[src/rtl/fdcin_pkg.sv]
package fdcin_pkg;

  typedef enum logic [1:0] {
    RATE_500K = 2'b00,
    RATE_300K = 2'b01,
    RATE_250K = 2'b10,
    RATE_1M   = 2'b11
  } rateCode_e;

  // strobes passed from control to datapath
  typedef struct packed {
    logic readSel;   // this register is being read
    logic psView;    // PS/2 bit layout selected
    logic loadRate;  // capture a new rate code
    logic syncInit;  // return synchroniser to idle
  } dirStrobes_t;

endpackage

[src/rtl/fdcin_ctrl.sv]
module fdcin_ctrl
  import fdcin_pkg::*;
#(
  parameter int ADDR_W  = 3,
  parameter int REG_OFS = 7
) (
  input  logic              rdStb,
  input  logic [ADDR_W-1:0] addr,
  input  logic              psMode,
  input  logic              rateWe,
  input  logic              swRst,
  output dirStrobes_t       strobes
);

  localparam logic [ADDR_W-1:0] OFS = REG_OFS[ADDR_W-1:0];

  logic hit;

  always_comb begin
    hit              = rdStb && (addr == OFS);
    strobes.readSel  = hit;
    strobes.psView   = hit && psMode;
    strobes.loadRate = rateWe;
    strobes.syncInit = swRst;
  end

endmodule

[src/rtl/fdcin_datapath.sv]
module fdcin_datapath
  import fdcin_pkg::*;
#(
  parameter int SYNC_STAGES = 2,
  parameter int FILL_LO     = 3,
  parameter int FILL_HI     = 6
) (
  input  logic        clk,
  input  logic        hwRstN,
  input  dirStrobes_t strobes,
  input  logic [1:0]  rateIn,
  input  logic        forceChg,
  input  logic        dskChgN,
  output logic [7:0]  rdData,
  output logic [7:0]  rdOe,
  output logic [1:0]  rateCode
);

  localparam int LAST = SYNC_STAGES - 1;

  rateCode_e rateQ;
  logic [SYNC_STAGES-1:0] syncQ;
  logic chgFlag;
  logic nHighDens;
  logic [7:0] psWord;
  logic [7:0] atWord;
  logic [7:0] fillMask;

  // rate code: hardware reset only
  always_ff @(posedge clk or negedge hwRstN) begin
    if (!hwRstN) begin
      rateQ <= RATE_250K;
    end else if (strobes.loadRate) begin
      rateQ <= rateCode_e'(rateIn);
    end
  end

  // cable synchroniser, idles high (no change)
  always_ff @(posedge clk or negedge hwRstN) begin
    if (!hwRstN) begin
      syncQ <= '1;
    end else if (strobes.syncInit) begin
      syncQ <= '1;
    end else begin
      for (int i = LAST; i > 0; i--) begin
        syncQ[i] <= syncQ[i-1];
      end
      syncQ[0] <= dskChgN;
    end
  end

  // filler bits of the PS/2 layout
  for (genvar g = 0; g < 8; g++) begin : g_fill
    if (g >= FILL_LO && g <= FILL_HI) begin : g_on
      assign fillMask[g] = 1'b1;
    end else begin : g_off
      assign fillMask[g] = 1'b0;
    end
  end

  always_comb begin
    chgFlag   = forceChg | ~syncQ[LAST];
    nHighDens = (rateQ == RATE_300K) || (rateQ == RATE_250K);
    psWord    = fillMask | {chgFlag, 4'b0000, rateQ, nHighDens};
    atWord    = {chgFlag, 7'b0};
    if (!strobes.readSel) begin
      rdOe = 8'h00;
    end else if (strobes.psView) begin
      rdOe = 8'hFF;
    end else begin
      rdOe = 8'h80;
    end
    rdData   = rdOe & (strobes.psView ? psWord : atWord);
    rateCode = rateQ;
  end

endmodule

[src/rtl/floppy_din_status.sv]
module floppy_din_status
  import fdcin_pkg::*;
#(
  parameter int ADDR_W      = 3,
  parameter int REG_OFS     = 7,
  parameter int SYNC_STAGES = 2
) (
  input  logic              clk,
  input  logic              hwRstN,
  input  logic              swRst,
  input  logic [ADDR_W-1:0] addr,
  input  logic              rdStb,
  input  logic              psMode,
  input  logic              rateWe,
  input  logic [1:0]        rateIn,
  input  logic              forceChg,
  input  logic              dskChgN,
  output logic [7:0]        rdData,
  output logic [7:0]        rdOe
);

  dirStrobes_t strobes;
  logic [1:0]  rateCode;

  fdcin_ctrl #(
    .ADDR_W (ADDR_W),
    .REG_OFS(REG_OFS)
  ) ctrl (
    .rdStb  (rdStb),
    .addr   (addr),
    .psMode (psMode),
    .rateWe (rateWe),
    .swRst  (swRst),
    .strobes(strobes)
  );

  fdcin_datapath #(
    .SYNC_STAGES(SYNC_STAGES)
  ) dp (
    .clk     (clk),
    .hwRstN  (hwRstN),
    .strobes (strobes),
    .rateIn  (rateIn),
    .forceChg(forceChg),
    .dskChgN (dskChgN),
    .rdData  (rdData),
    .rdOe    (rdOe),
    .rateCode(rateCode)
  );

endmodule

[config.mk]
export PLATFORM = sky130hd
export DESIGN_NAME = floppy_din_status
export DESIGN_NICKNAME = d
export VERILOG_FILES = /design/src/rtl/fdcin_pkg.sv /design/src/rtl/fdcin_ctrl.sv /design/src/rtl/fdcin_datapath.sv /design/src/rtl/floppy_din_status.sv
export SDC_FILE = /design/constraint.sdc
export NUM_CORES = 1
export LEC_CHECK = 0
export CORE_AREA = 2 2 39 41
export DETAILED_ROUTE_END_ITERATION = 8
export DIE_AREA = 0 0 41 43
export GPL_TIMING_DRIVEN = 0
export PLACE_DENSITY = 0.72
export SKIP_CTS_REPAIR_TIMING = 1
export SYNTH_ARGS = -nofsm -noshare
export SYNTH_HDL_FRONTEND = slang
export SYNTH_SLANG_ARGS = --single-unit
export TNS_END_PERCENT = 10
[constraint.sdc]
create_clock -name clk -period 0.9 [get_ports clk]
set_input_delay 0.09 -clock clk [delete_from_list [all_inputs] [get_ports clk]]
set_output_delay 0.09 -clock clk [all_outputs]
set_load 0.03 [all_outputs]
Word level (Yosys, flattened, before mapping)
Index checks and enable logic that the tools add are counted.
Widths: inputs -> output; s select.
{"block": "classes", "n_eq_ne": 3, "mux": 4, "n_bitwise": 3, "reduce_logical": 3}
{"operator": "$mux 7", "n": 2}
{"operator": "$and 8x8->8", "n": 1}
{"operator": "$mux 8", "n": 1}
{"operator": "$eq 3x3->1 const B", "n": 1}
{"operator": "$eq 2x1->1 const B", "n": 1}
{"operator": "$eq 2x2->1 const B", "n": 1}
{"operator": "$logic_and 1x1->1", "n": 2}
{"operator": "$mux 2", "n": 1}
{"operator": "$logic_or 1x1->1", "n": 1}
{"operator": "$not 1->1", "n": 1}
{"operator": "$or 1x1->1", "n": 1}
{"block": "totals", "ff_bits": 4, "output_inout_bits": 16, "elab_cells": 15}

Depth between registers and ports, before layout
{"block": "depth", "depth_word": 6, "ltp_mapped": 3, "ltp_nobuf": 2}

Cells and area by module
From an unflattened synthesis, not the netlist that was laid out.
{"block": "unflattened", "cells_unflattened": 31, "hier_area_um2": 307.8}
{"mod": "fdcin_datapath", "n_inst": 1, "cells_each": 26, "area_each_um2": 267.8}
{"mod": "fdcin_ctrl", "n_inst": 1, "cells_each": 5, "area_each_um2": 40.0}

Worst setup path before layout
Ideal clock, no wire load.
{"block": "synth_path", "kind": "input -> output", "startpoint": "input addr[1]", "endpoint": "output rdData[4]", "t_arrival_ps": 1039, "required_time_ps": 810, "path_slack_ps": -229, "cell_stages": 3, "path_buffers": 1, "path_cell_list": "and4_4 -> and2_1 -> buf_4"}
{"block": "synth_via", "elab_chain_cells": 6, "elab_cells_between_ends": 7, "cone_classes": "1 x eq/ne; 3 x mux; 1 x bitwise; 2 x reduce/logical"}
{"element": "start, declared", "line": "floppy_din_status.sv:11", "source": "input logic [ADDR_W-1:0] addr,"}
{"element": "$eq 3x3->1 *", "line": "fdcin_ctrl.sv:20", "source": "hit = rdStb && (addr == OFS);"}
{"element": "$logic_and 1x1->1 *", "line": "fdcin_ctrl.sv:20"}
{"element": "$logic_and 1x1->1", "line": "fdcin_ctrl.sv:22", "source": "strobes.psView = hit && psMode;"}
{"element": "$mux 7", "line": "fdcin_datapath.sv:68", "source": "end else if (strobes.psView) begin"}
{"element": "$mux 8", "line": "fdcin_datapath.sv:66", "source": "if (!strobes.readSel) begin"}
{"element": "$and 8x8->8 *", "line": "fdcin_datapath.sv:73", "source": "rdData = rdOe & (strobes.psView ? psWord : atWord);"}
{"element": "end, declared", "line": "floppy_din_status.sv:18", "source": "output logic [7:0] rdData,"}
Every way passes the cells marked *; elsewhere a longest branch is shown, timed or not.

Worst setup path in the final report
{"block": "layout_path", "startpoint": "register dp.rateQ[1] (netlist: dp.rateCode[1])", "endpoint": "output rdData[0]"}
{"block": "layout_via", "elab_chain_cells": 4, "elab_cells_between_ends": 5, "cone_classes": "2 x eq/ne; 1 x mux; 1 x bitwise; 1 x reduce/logical"}
{"element": "start, declared", "line": "fdcin_datapath.sv:21", "source": "rateCode_e rateQ;"}
{"element": "start signal, assigned", "line": "fdcin_datapath.sv:34", "source": "rateQ <= rateCode_e'(rateIn);"}
{"element": "$eq 2x1->1 / $eq 2x2->1 (equally long branches)", "line": "fdcin_datapath.sv:63", "source": "nHighDens = (rateQ == RATE_300K) || (rateQ == RATE_250K);"}
{"element": "$logic_or 1x1->1 *", "line": "fdcin_datapath.sv:63"}
{"element": "$mux 7 *", "line": "fdcin_datapath.sv:73"}
{"element": "$and 8x8->8 *", "line": "fdcin_datapath.sv:73"}
Marks and branches as above.

==> impl_metrics.toml <==
[timing]
hold_viol = 0
finClkSkew_ns = 0.0000622
slew_violations = 0
min_period_over_period_pct = 145
worst_hold_slack_ns = 0.0566
fin_crit_ns = 1.30
rsz0062_at_grt = "yes"
max_slew.worst_pin.slew_ns = 0.184
max_slew_margin_pct = 87.7
max_freq_ghz = 0.766
setup_ws_ns = -0.405
setup-tns-final_ns = -3.61
setup_viol = 15

[die]
die_area_um2 = 1760
fp.dieW_um = 41
start_util_pct = 20.3
dieHeight_um = 43
rows = 14
coreArea_um2 = 1380
ios = 29

[global_route]
grt_antenna_before_repair = 0
use_met3_pct = 1.57
grt_max_degree = 12
grt_use_total_pct = 7.78
grt_use_met2_pct = 13.8
met1_usage_pct = 5.90
busiest_layer = "met2"
grt_pass1_vias = 245
grt_pass1_wl_um = 890
grt.overflow.total = 0

[clock_network]
cts-root-buf = "clkbuf_4"
path_clk_slew_ns = 0.04
cts_tree = "yes"
clock_latency_ns = 0.23
htree_num_levels = 1
cts_buffers = 3
clockBufferDepth = 2
cts.sinks = 4

[final_layout]
fin_cells = 76
n_antenna_cell = 0
fillers = 138
nets = 74
drive_gt1_share_pct = 70.0
area_growth_pct = 129

[worst_setup_path]
crit_arrival_ns = 1.21
required_ns = 0.81
start_kind = "flop"
crit_path_end_kind = "output pin"
path_max_fanout = 3
path_class = "reg2out"

[synthesis]
synthCells = 27
syn_nets = 40
synthTopCellsByArea = "buf_4 29%, dfstp_2 28%, dfrtp_1 8.9%, mux2_2 8.0%, and3_1 6.7%"
syn_area_um2 = 282
synth_top_cell_area_share_pct = 29.3
synthDistinctLibCells = 11
yosysTopAreaCell = "buf_4"
synth_warnings = 0
seq_area_frac_synth_pct = 36.9
synth.avg_cell_area_um2 = 10.4
synth_seq_cells = 4

[placement]
io_buffers = 28
place_congestion = 0.556
dp.cells = 71
dp_hpwl_um = 544

[hold_path]
min_path_type = "in2async"

[pwr]
intPower_uw = 460
p_switching_uw = 143
power_frac_seq_pct = 34.7
clockPowerShare_pct = 40.5
p_per_area_nw_per_um2 = 936
p_leak_uw = 0.000351
power.share.switching_pct = 23.7
combPwrFrac_pct = 24.8
ir_drop_mv = 0.515

[route]
vias = 283
post_drt_wl_per_cell_um = 9.75
via_per_inst = 3.72
drc = 0
finalWirelength_um = 741
drt_iter0_drc = 0
firstDrtPassIters = 1
postRouteAntennaNets = 0

[run]
maxCapViolCount = 0

[status]
status = "finished with violations"
violations = "negative setup slack"
## cell usage after synthesis, drive strengths merged
cell / instances
xor2: 1
a21boi: 1
inv: 1
and2: 1
or2: 2
dfstp: 3
and4: 1
mux2: 2
buf: 11
and3: 3
dfrtp: 1
## through the flow
step	util, %	worst slack [ns]	total power (uW)	instance area, um^2
2_1_floorplan	-	-0.0754	273	288
3_3_place_gp	42.5	-1.03	355	588
3_5_place_dp	42.5	-1.05	357	588
4_1_cts	44.4	-1.06	617	614
5_1_grt	46.6	-0.480	641	644
6_report	46.6	-0.405	603	644
## power by group through the flow
stage | clock network, uW | logic (uW) | registers, uW
after floorplan | 0 | 63.9 | 209
after global placement | 0 | 144 | 211
after detailed placement | 0 | 146 | 211
after CTS | 261 | 146 | 209
after global routing | 269 | 162 | 211
final | 245 | 150 | 209
## worst max-delay path: stages (launching register included)
cell and delay (ns):
dfstp_2 0.54, xor2_1 0.13, and3_4 0.19, buf_6 0.12
## cell usage in the layout (no fill, tap or decap)
cell type        count
and3_1               2
dfrtp_1              1
clkbuf_4             3
clkbuf_2             1
and2_4               2
dlymetal6s2s_1       4
mux2_2               2
and4_4               1
dfstp_2              3
a21boi_2             1
inv_1                1
xor2_1               1
buf_4               12
clkbuf_1             1
or2_2                2
clkdlybuf4s50_1      8
and3_4               1
buf_6               14
## flip-flops by register name, summed over array words and instances, names as in the netlist
register,cells
dp.syncQ,2
dp.rateCode,2
## layer usage
layer	wire length, um	up-vias	share of wire (%)
met5	0	-	0
met3	90	0	12
met4	0	0	0
met1	196	119	26
met2	454	20	61
li1	-	144	-
## kinds of logic (layout without fill, tap and decap cells)
group	after synthesis	after routing	synth area share (%)
muxes	2	2	8.00
DFF	4	4	36.9
and+or+nand+nor	7	8	17.3
xor gates and xnor gates	1	1	3.11
buffers and inverters	12	44	30.7
AOI/OAI and AO/OA	1	1	4.00
## path summary, 6_finish.rpt
check,start,endpoint,slack [ns],cells after the start
worst max-delay path,dp.rateCode[1]$_DFFE_PN1P_,rdData[0],-0.40,3
worst min-delay path,hwRstN,dp.rateCode[0]$_DFFE_PN0P_,0.06,1
worst max register to register,dp.rateCode[0]$_DFFE_PN0P_,dp.rateCode[0]$_DFFE_PN0P_,0.13,1
worst min register to register,dp.rateCode[0]$_DFFE_PN0P_,dp.rateCode[0]$_DFFE_PN0P_,0.56,1
max in group asynchronous,hwRstN,dp.syncQ[1]$_DFF_PN1_,0.60,1
min in group clk,dskChgN,dp.syncQ[0]$_DFF_PN1_,0.42,2
## area by class of cell
class | instances | area, um^2 | area share [%]
well taps | 16 | 20.0 | 3.11
repair buffers | 28 | 300 | 46.6
multi-input cells | 12 | 108 | 16.7
plain buffers | 11 | 82.6 | 12.8
clock buffers | 4 | 26.3 | 4.08
inverters | 1 | 3.75 | 0.583
flip-flops and latches | 4 | 104 | 16.1
Note: power is estimated with default switching activity, not from simulation.
